<file path="config.mk">
export PLATFORM = sky130hd
export DESIGN_NAME = ext_irq_ctrl
export DESIGN_NICKNAME = d
export VERILOG_FILES = /design/src/rtl/ext_irq_pkg.sv /design/src/rtl/ext_irq_sync.sv /design/src/rtl/ext_irq_chan.sv /design/src/rtl/ext_irq_ctrl.sv
export SDC_FILE = /design/constraint.sdc
export NUM_CORES = 1
export LEC_CHECK = 0
export BUFFER_PORTS_ARGS = -buffer_cell sky130_fd_sc_hd__buf_2
export CORE_ASPECT_RATIO = 0.75
export CORE_MARGIN = 2
export CORE_UTILIZATION = 42
export CTS_BUF_LIST = sky130_fd_sc_hd__clkbuf_16
export DETAILED_ROUTE_END_ITERATION = 10
export GPL_ROUTABILITY_DRIVEN = 1
export PLACE_DENSITY = 0.64
export SLEW_MARGIN = 20
export SYNTH_ARGS = -nofsm -noshare
export SYNTH_HDL_FRONTEND = slang
export SYNTH_SLANG_ARGS = --single-unit
</file>
<file path="constraint.sdc">
create_clock -name clk -period 1.6 [get_ports clk]
set_input_delay 0.32 -clock clk [delete_from_list [all_inputs] [get_ports clk]]
set_output_delay 0.32 -clock clk [all_outputs]
set_load 0.01 [all_outputs]
</file>
<file path="src/rtl/ext_irq_pkg.sv">
package ext_irq_pkg;
    typedef enum logic [1:0] {
        SENSE_LOW  = 2'b00,
        SENSE_ANY  = 2'b01,
        SENSE_FALL = 2'b10,
        SENSE_RISE = 2'b11
    } sense_e;

    localparam int unsigned REG_W = 8;
    localparam int unsigned ADDR_W = 2;
    localparam logic [ADDR_W-1:0] ADR_CTRL = 2'd0;
    localparam logic [ADDR_W-1:0] ADR_ENA  = 2'd1;
    localparam logic [ADDR_W-1:0] ADR_FLAG = 2'd2;
endpackage

</file>
<file path="src/rtl/ext_irq_sync.sv">
module ext_irq_sync #(
    parameter int unsigned STAGES = 2
) (
    input  logic clk,
    input  logic rst_n,
    input  logic din,
    output logic dout
);
    logic [STAGES-1:0] chain_d, chain_q;

    always_comb begin
        chain_d = {chain_q[STAGES-2:0], din};
    end

    always_ff @(posedge clk or negedge rst_n) begin
        if (!rst_n) chain_q <= '0;
        else        chain_q <= chain_d;
    end

    assign dout = chain_q[STAGES-1];
endmodule

</file>
<file path="src/rtl/ext_irq_chan.sv">
module ext_irq_chan
    import ext_irq_pkg::*;
#(
    parameter int unsigned SYNC_STAGES = 2
) (
    input  logic       clk,
    input  logic       rst_n,
    input  logic       pin_raw,
    input  sense_e     sense,
    input  logic       clr,
    output logic       flag,
    output logic       level_req
);
    typedef struct packed {
        logic prev;
        logic flag;
    } chan_st_t;

    chan_st_t st_d, st_q;
    logic     smp;
    logic     event_hit;

    ext_irq_sync #(.STAGES(SYNC_STAGES)) u_sync (
        .clk  (clk),
        .rst_n(rst_n),
        .din  (pin_raw),
        .dout (smp)
    );

    always_comb begin
        st_d = st_q;
        // history tracks the pin in every mode, so a mode switch sees no stale edge
        st_d.prev = smp;
        unique case (sense)
            SENSE_ANY:  event_hit = smp ^ st_q.prev;
            SENSE_FALL: event_hit = st_q.prev & ~smp;
            SENSE_RISE: event_hit = ~st_q.prev & smp;
            default:    event_hit = 1'b0;
        endcase
        if (sense == SENSE_LOW) st_d.flag = 1'b0;
        else if (event_hit)     st_d.flag = 1'b1;
        else if (clr)           st_d.flag = 1'b0;
    end

    always_ff @(posedge clk or negedge rst_n) begin
        if (!rst_n) st_q <= '0;
        else        st_q <= st_d;
    end

    assign flag      = st_q.flag;
    assign level_req = (sense == SENSE_LOW) & ~smp;

    a_r9_level_flag_zero: assert property (@(posedge clk) disable iff (!rst_n)
        (sense == SENSE_LOW) |=> !flag);
    a_r6_flag_holds: assert property (@(posedge clk) disable iff (!rst_n)
        (flag && !clr && sense != SENSE_LOW) |=> flag);
    a_r8_clear_works: assert property (@(posedge clk) disable iff (!rst_n)
        (clr && $stable(smp)) |=> !flag);
    a_r13_no_static_flag: assert property (@(posedge clk) disable iff (!rst_n)
        (!flag && smp == st_q.prev) |=> !flag);
endmodule

</file>
<file path="src/rtl/ext_irq_ctrl.sv">
module ext_irq_ctrl
    import ext_irq_pkg::*;
#(
    parameter int unsigned NUM_PINS    = 2,
    parameter int unsigned SYNC_STAGES = 2,
    localparam int unsigned VEC_W      = (NUM_PINS > 1) ? $clog2(NUM_PINS) : 1,
    localparam int unsigned BIT_LSB    = REG_W - NUM_PINS
) (
    input  logic                clk,
    input  logic                rst_n,
    input  logic [ADDR_W-1:0]   bus_addr,
    input  logic [REG_W-1:0]    bus_wdata,
    input  logic                bus_we,
    output logic [REG_W-1:0]    bus_rdata,
    input  logic [NUM_PINS-1:0] pin_in,
    input  logic                gie,
    input  logic [NUM_PINS-1:0] irq_ack,
    output logic                irq_req,
    output logic [VEC_W-1:0]    irq_vec
);
    typedef struct packed {
        logic [REG_W-1:0]    ctrl;
        logic [NUM_PINS-1:0] ena;
    } regs_t;

    regs_t               r_d, r_q;
    logic [NUM_PINS-1:0] flag_w, lvl_w, clr_w, req_w;

    always_comb begin
        r_d = r_q;
        if (bus_we && bus_addr == ADR_CTRL) r_d.ctrl = bus_wdata;
        if (bus_we && bus_addr == ADR_ENA)  r_d.ena  = bus_wdata[REG_W-1:BIT_LSB];
    end

    always_ff @(posedge clk or negedge rst_n) begin
        if (!rst_n) r_q <= '0;
        else        r_q <= r_d;
    end

    for (genvar i = 0; i < NUM_PINS; i++) begin : g_pin
        assign clr_w[i] = irq_ack[i] |
                          (bus_we && bus_addr == ADR_FLAG && bus_wdata[BIT_LSB+i]);

        ext_irq_chan #(.SYNC_STAGES(SYNC_STAGES)) u_chan (
            .clk      (clk),
            .rst_n    (rst_n),
            .pin_raw  (pin_in[i]),
            .sense    (sense_e'(r_q.ctrl[2*i+1:2*i])),
            .clr      (clr_w[i]),
            .flag     (flag_w[i]),
            .level_req(lvl_w[i])
        );

        assign req_w[i] = gie & r_q.ena[i] & (flag_w[i] | lvl_w[i]);
    end

    always_comb begin
        irq_req = |req_w;
        irq_vec = '0;
        for (int i = NUM_PINS - 1; i >= 0; i--) begin
            if (req_w[i]) irq_vec = VEC_W'(i);
        end
    end

    always_comb begin
        bus_rdata = '0;
        unique case (bus_addr)
            ADR_CTRL: bus_rdata = r_q.ctrl;
            ADR_ENA:  bus_rdata[REG_W-1:BIT_LSB] = r_q.ena;
            ADR_FLAG: bus_rdata[REG_W-1:BIT_LSB] = flag_w;
            default:  bus_rdata = '0;
        endcase
    end

    a_r10_req_gated: assert property (@(posedge clk) disable iff (!rst_n)
        irq_req |-> (gie && (r_q.ena & (flag_w | lvl_w)) != '0));
    a_r11_pin0_wins: assert property (@(posedge clk) disable iff (!rst_n)
        req_w[0] |-> irq_vec == '0);
    a_r7_zero_write_keeps: assert property (@(posedge clk) disable iff (!rst_n)
        (bus_we && bus_addr == ADR_FLAG && !bus_wdata[BIT_LSB] && !irq_ack[0] && flag_w[0]
         && r_q.ctrl[1:0] != 2'b00) |=> flag_w[0]);
    a_r2_flag_upper_only: assert property (@(posedge clk) disable iff (!rst_n)
        (bus_addr == ADR_FLAG) |-> bus_rdata[BIT_LSB-1:0] == '0);
endmodule

</file>
==> flow_metrics.tcl <==
set metrics [dict create \
    dp_hpwl_mm 1.35 \
    critical_path_required_ps 1280 \
    cp-end-kind "output port" \
    hold_ws_ps -11.8 \
    pwr-share-clk 0.372 \
    p_seq_frac 0.429 \
    slowest_stage "dfrtp_2" \
    synthMuxAreaShare 0.203 \
    drv_cap 0 \
    path_cells "nor3_2 > o211ai_1 > nor2b_1 > buf_2" \
    critPathArrivalTime_ps 1230 \
    pwr-share-comb 0.199 \
    final_core_util 0.578 \
    hold_path.class "input pin to async pin" \
    synthCells 74 \
    syn-num-nets 96 \
    internal_power_w 0.00102 \
    synth_compound_area_frac 0.0646 \
    grt.overflow.total 0 \
    core_area_um2 2030 \
    num_antenna_cells 0 \
    final_common_cell "buf_2" \
    io_pins 28 \
    hold_viol 18 \
    critPathMaxFanout 4 \
    reg2reg_slack_ps 270 \
    place_area_um2 1070 \
    r2r-end "g_pin[1].u_chan.flag" \
    cts_buffers 3 \
    grt_pass1_wl_mm 2.99 \
    wire_per_inst_um 14.0 \
    netlist_area_um2 911 \
    ys_seq_area_frac 0.495 \
    die_x_um 57.8 \
    routed_via_density 5.01 \
    drt_wl_total_mm 1.83 \
    drv_slew 0 \
    first_pass_iters 3 \
    areaGrowthSynthToFinish_pct 29.0 \
    cts_root_buf "clkbuf_16" \
    place.gp.congestion 0.790 \
    layout_min_cycle_time_ps 1550 \
    start_util 0.448 \
    peakVddDrop_mv 0.836 \
    clock_skew_ps 2.81 \
    avgSynthCellArea_um2 12.3 \
    dieArea_um2 2560 \
    path_clk_slew_ps 50 \
    rr_startpoint "g_pin[1].u_chan.u_sync.chain_q[1]" \
    finalSetupViolations 0 \
    antenna_found_initial 0 \
    finalCritPeriodShare 0.971 \
    final_area_um2 1170 \
    io_buffers 27 \
    yosysUniqueCellTypes 20 \
    ys_warn_count 0 \
    status "finished with violations" \
    clock_sinks 18 \
    yosys.area_share.simple 0.129 \
    first_global_vias 673 \
    cts_tree "built" \
    fmax_mhz 644 \
    ys_ff_latch 18 \
    grt_max_degree 19 \
    track_usage 0.164 \
    rsz0062_at_grt "true" \
    cts_max_level 1 \
    fin_cells 131 \
    dpl_worst_slack_ps 171 \
    relSlewSlack 0.732 \
    drive_gt1_frac 0.486 \
    crit_path_start_kind "register" \
    clock_latency_ps 250 \
    switchingPower_w 0.000348 \
    layout_common_cells "27 x buf_2, 16 x dfrtp_1, 8 x mux2_4" \
    ant_nets 0 \
    num_rows 14 \
    vias 656 \
    cts_hold_buf 0 \
    worstMarginPinSlew_ps 401 \
    remaining_drc_errors 0 \
    die_y_um 44.3 \
    first_iter_violations 22 \
    p_per_area_nw_per_um2 1170 \
    swShare 0.254 \
    setup_ws_ps 46.7 \
    synthXorXnorAreaFrac 0 \
    crit_type "register to output port" \
    slowest_delay_ps 430 \
    leakage_nw 0.601 \
    synth_adder_area_share 0.0549 \
    finish.net_count 130 \
    reg2reg_depth 5 \
    dp.cells 125 \
    violations "hold timing" \
    clockBufferDepth 2 \
    synth_top_family_by_area "multiplexers" \
]
[cell usage after synthesis]
master	n	share of area
a22oi_1	1	0.0082
and2_1	5	0.034
and2_4	1	0.0096
buf_6	2	0.025
dfrtp_1	18	0.49
ha_1	4	0.055
inv_1	7	0.029
mux2_2	4	0.049
mux2_4	8	0.13
mux2i_1	2	0.022
nand2_1	6	0.025
nand4b_1	2	0.019
nor2_1	1	0.0041
nor2_2	1	0.0069
nor2b_1	2	0.014
nor3_1	3	0.016
o2111ai_1	2	0.019
o211ai_1	2	0.016
o21ai_0	2	0.011
o311ai_0	1	0.0096
[cells by family after synthesis]
kind of cell,Yosys count
adders and majority gates,4
buffers and inverters,9
and+or+nand+nor,21
DFF,18
muxes,14
AOI/OAI and AO/OA,8
[sequential cells by signal, indices dropped and copies added, names as in the netlist]
name / count
r_q: 10
g_pin.u_chan.st_q: 2
g_pin.u_chan.u_sync.chain_q: 4
g_pin.u_chan.flag: 2
[cell type report]
type,count,area [um^2]
multi-input combinational,47,422
timing repair buffer,31,165
clock inverter,1,3.75
sequential,18,453
tap,24,30.0
inverter,7,26.3
clock buffer,3,75.1
fill,183,857
[critical path: cells and delay by family, from the launching register on]
kind            cells  cell delay (ps)
simple gates        2              300
flops               1              430
buf+inv             1              140
compound gates      1              110
[how the worst max path moves through the flow]
stage / start / end / slack, ps / cells past startpoint
after global routing: r_q[2] / irq_vec / -30 / 4
after CTS: g_pin[1].u_chan.u_sync.chain_q[1] / irq_vec / 10 / 4
after detailed placement: bus_addr[1] / r_q[9] / 170 / 4
final: r_q[2] / irq_vec / 50 / 4
after global placement: bus_addr[0] / r_q[8] / 220 / 4
after floorplan: bus_addr[1] / r_q[2] / 330 / 5
[per-layer routing]
layer / global-route usage / routed length [um]
met5: 0 / 0
met1: 0.224 / 867
met2: 0.236 / 806
met3: 0.0614 / 129
met4: 0.0698 / 27
[power groups by stage]
stage / logic (W) / clock network, W / registers [W]
after detailed placement: 0.000263 / 0 / 0.000589
after CTS: 0.000266 / 0.000526 / 0.000585
after global routing: 0.000301 / 0.000547 / 0.000596
after floorplan: 0.000165 / 0 / 0.000578
final: 0.000273 / 0.000510 / 0.000587
after global placement: 0.000259 / 0 / 0.000586
[metrics by stage]
step           setup TNS [ps]  power [W]
2_1_floorplan               0   0.000743
6_report                    0    0.00137
5_1_grt                 -25.9    0.00144
3_5_place_dp                0   0.000852
4_1_cts                     0    0.00138
3_3_place_gp                0   0.000845
[timing repair]
action | 4_1_cts | 5_1_grt
pin swaps | 0 | 1
resized for setup | 2 | 2
endpoints found under the setup margin | 1 | 2
setup buffers | 0 | 2
Power figures use the tool's default switching activity.
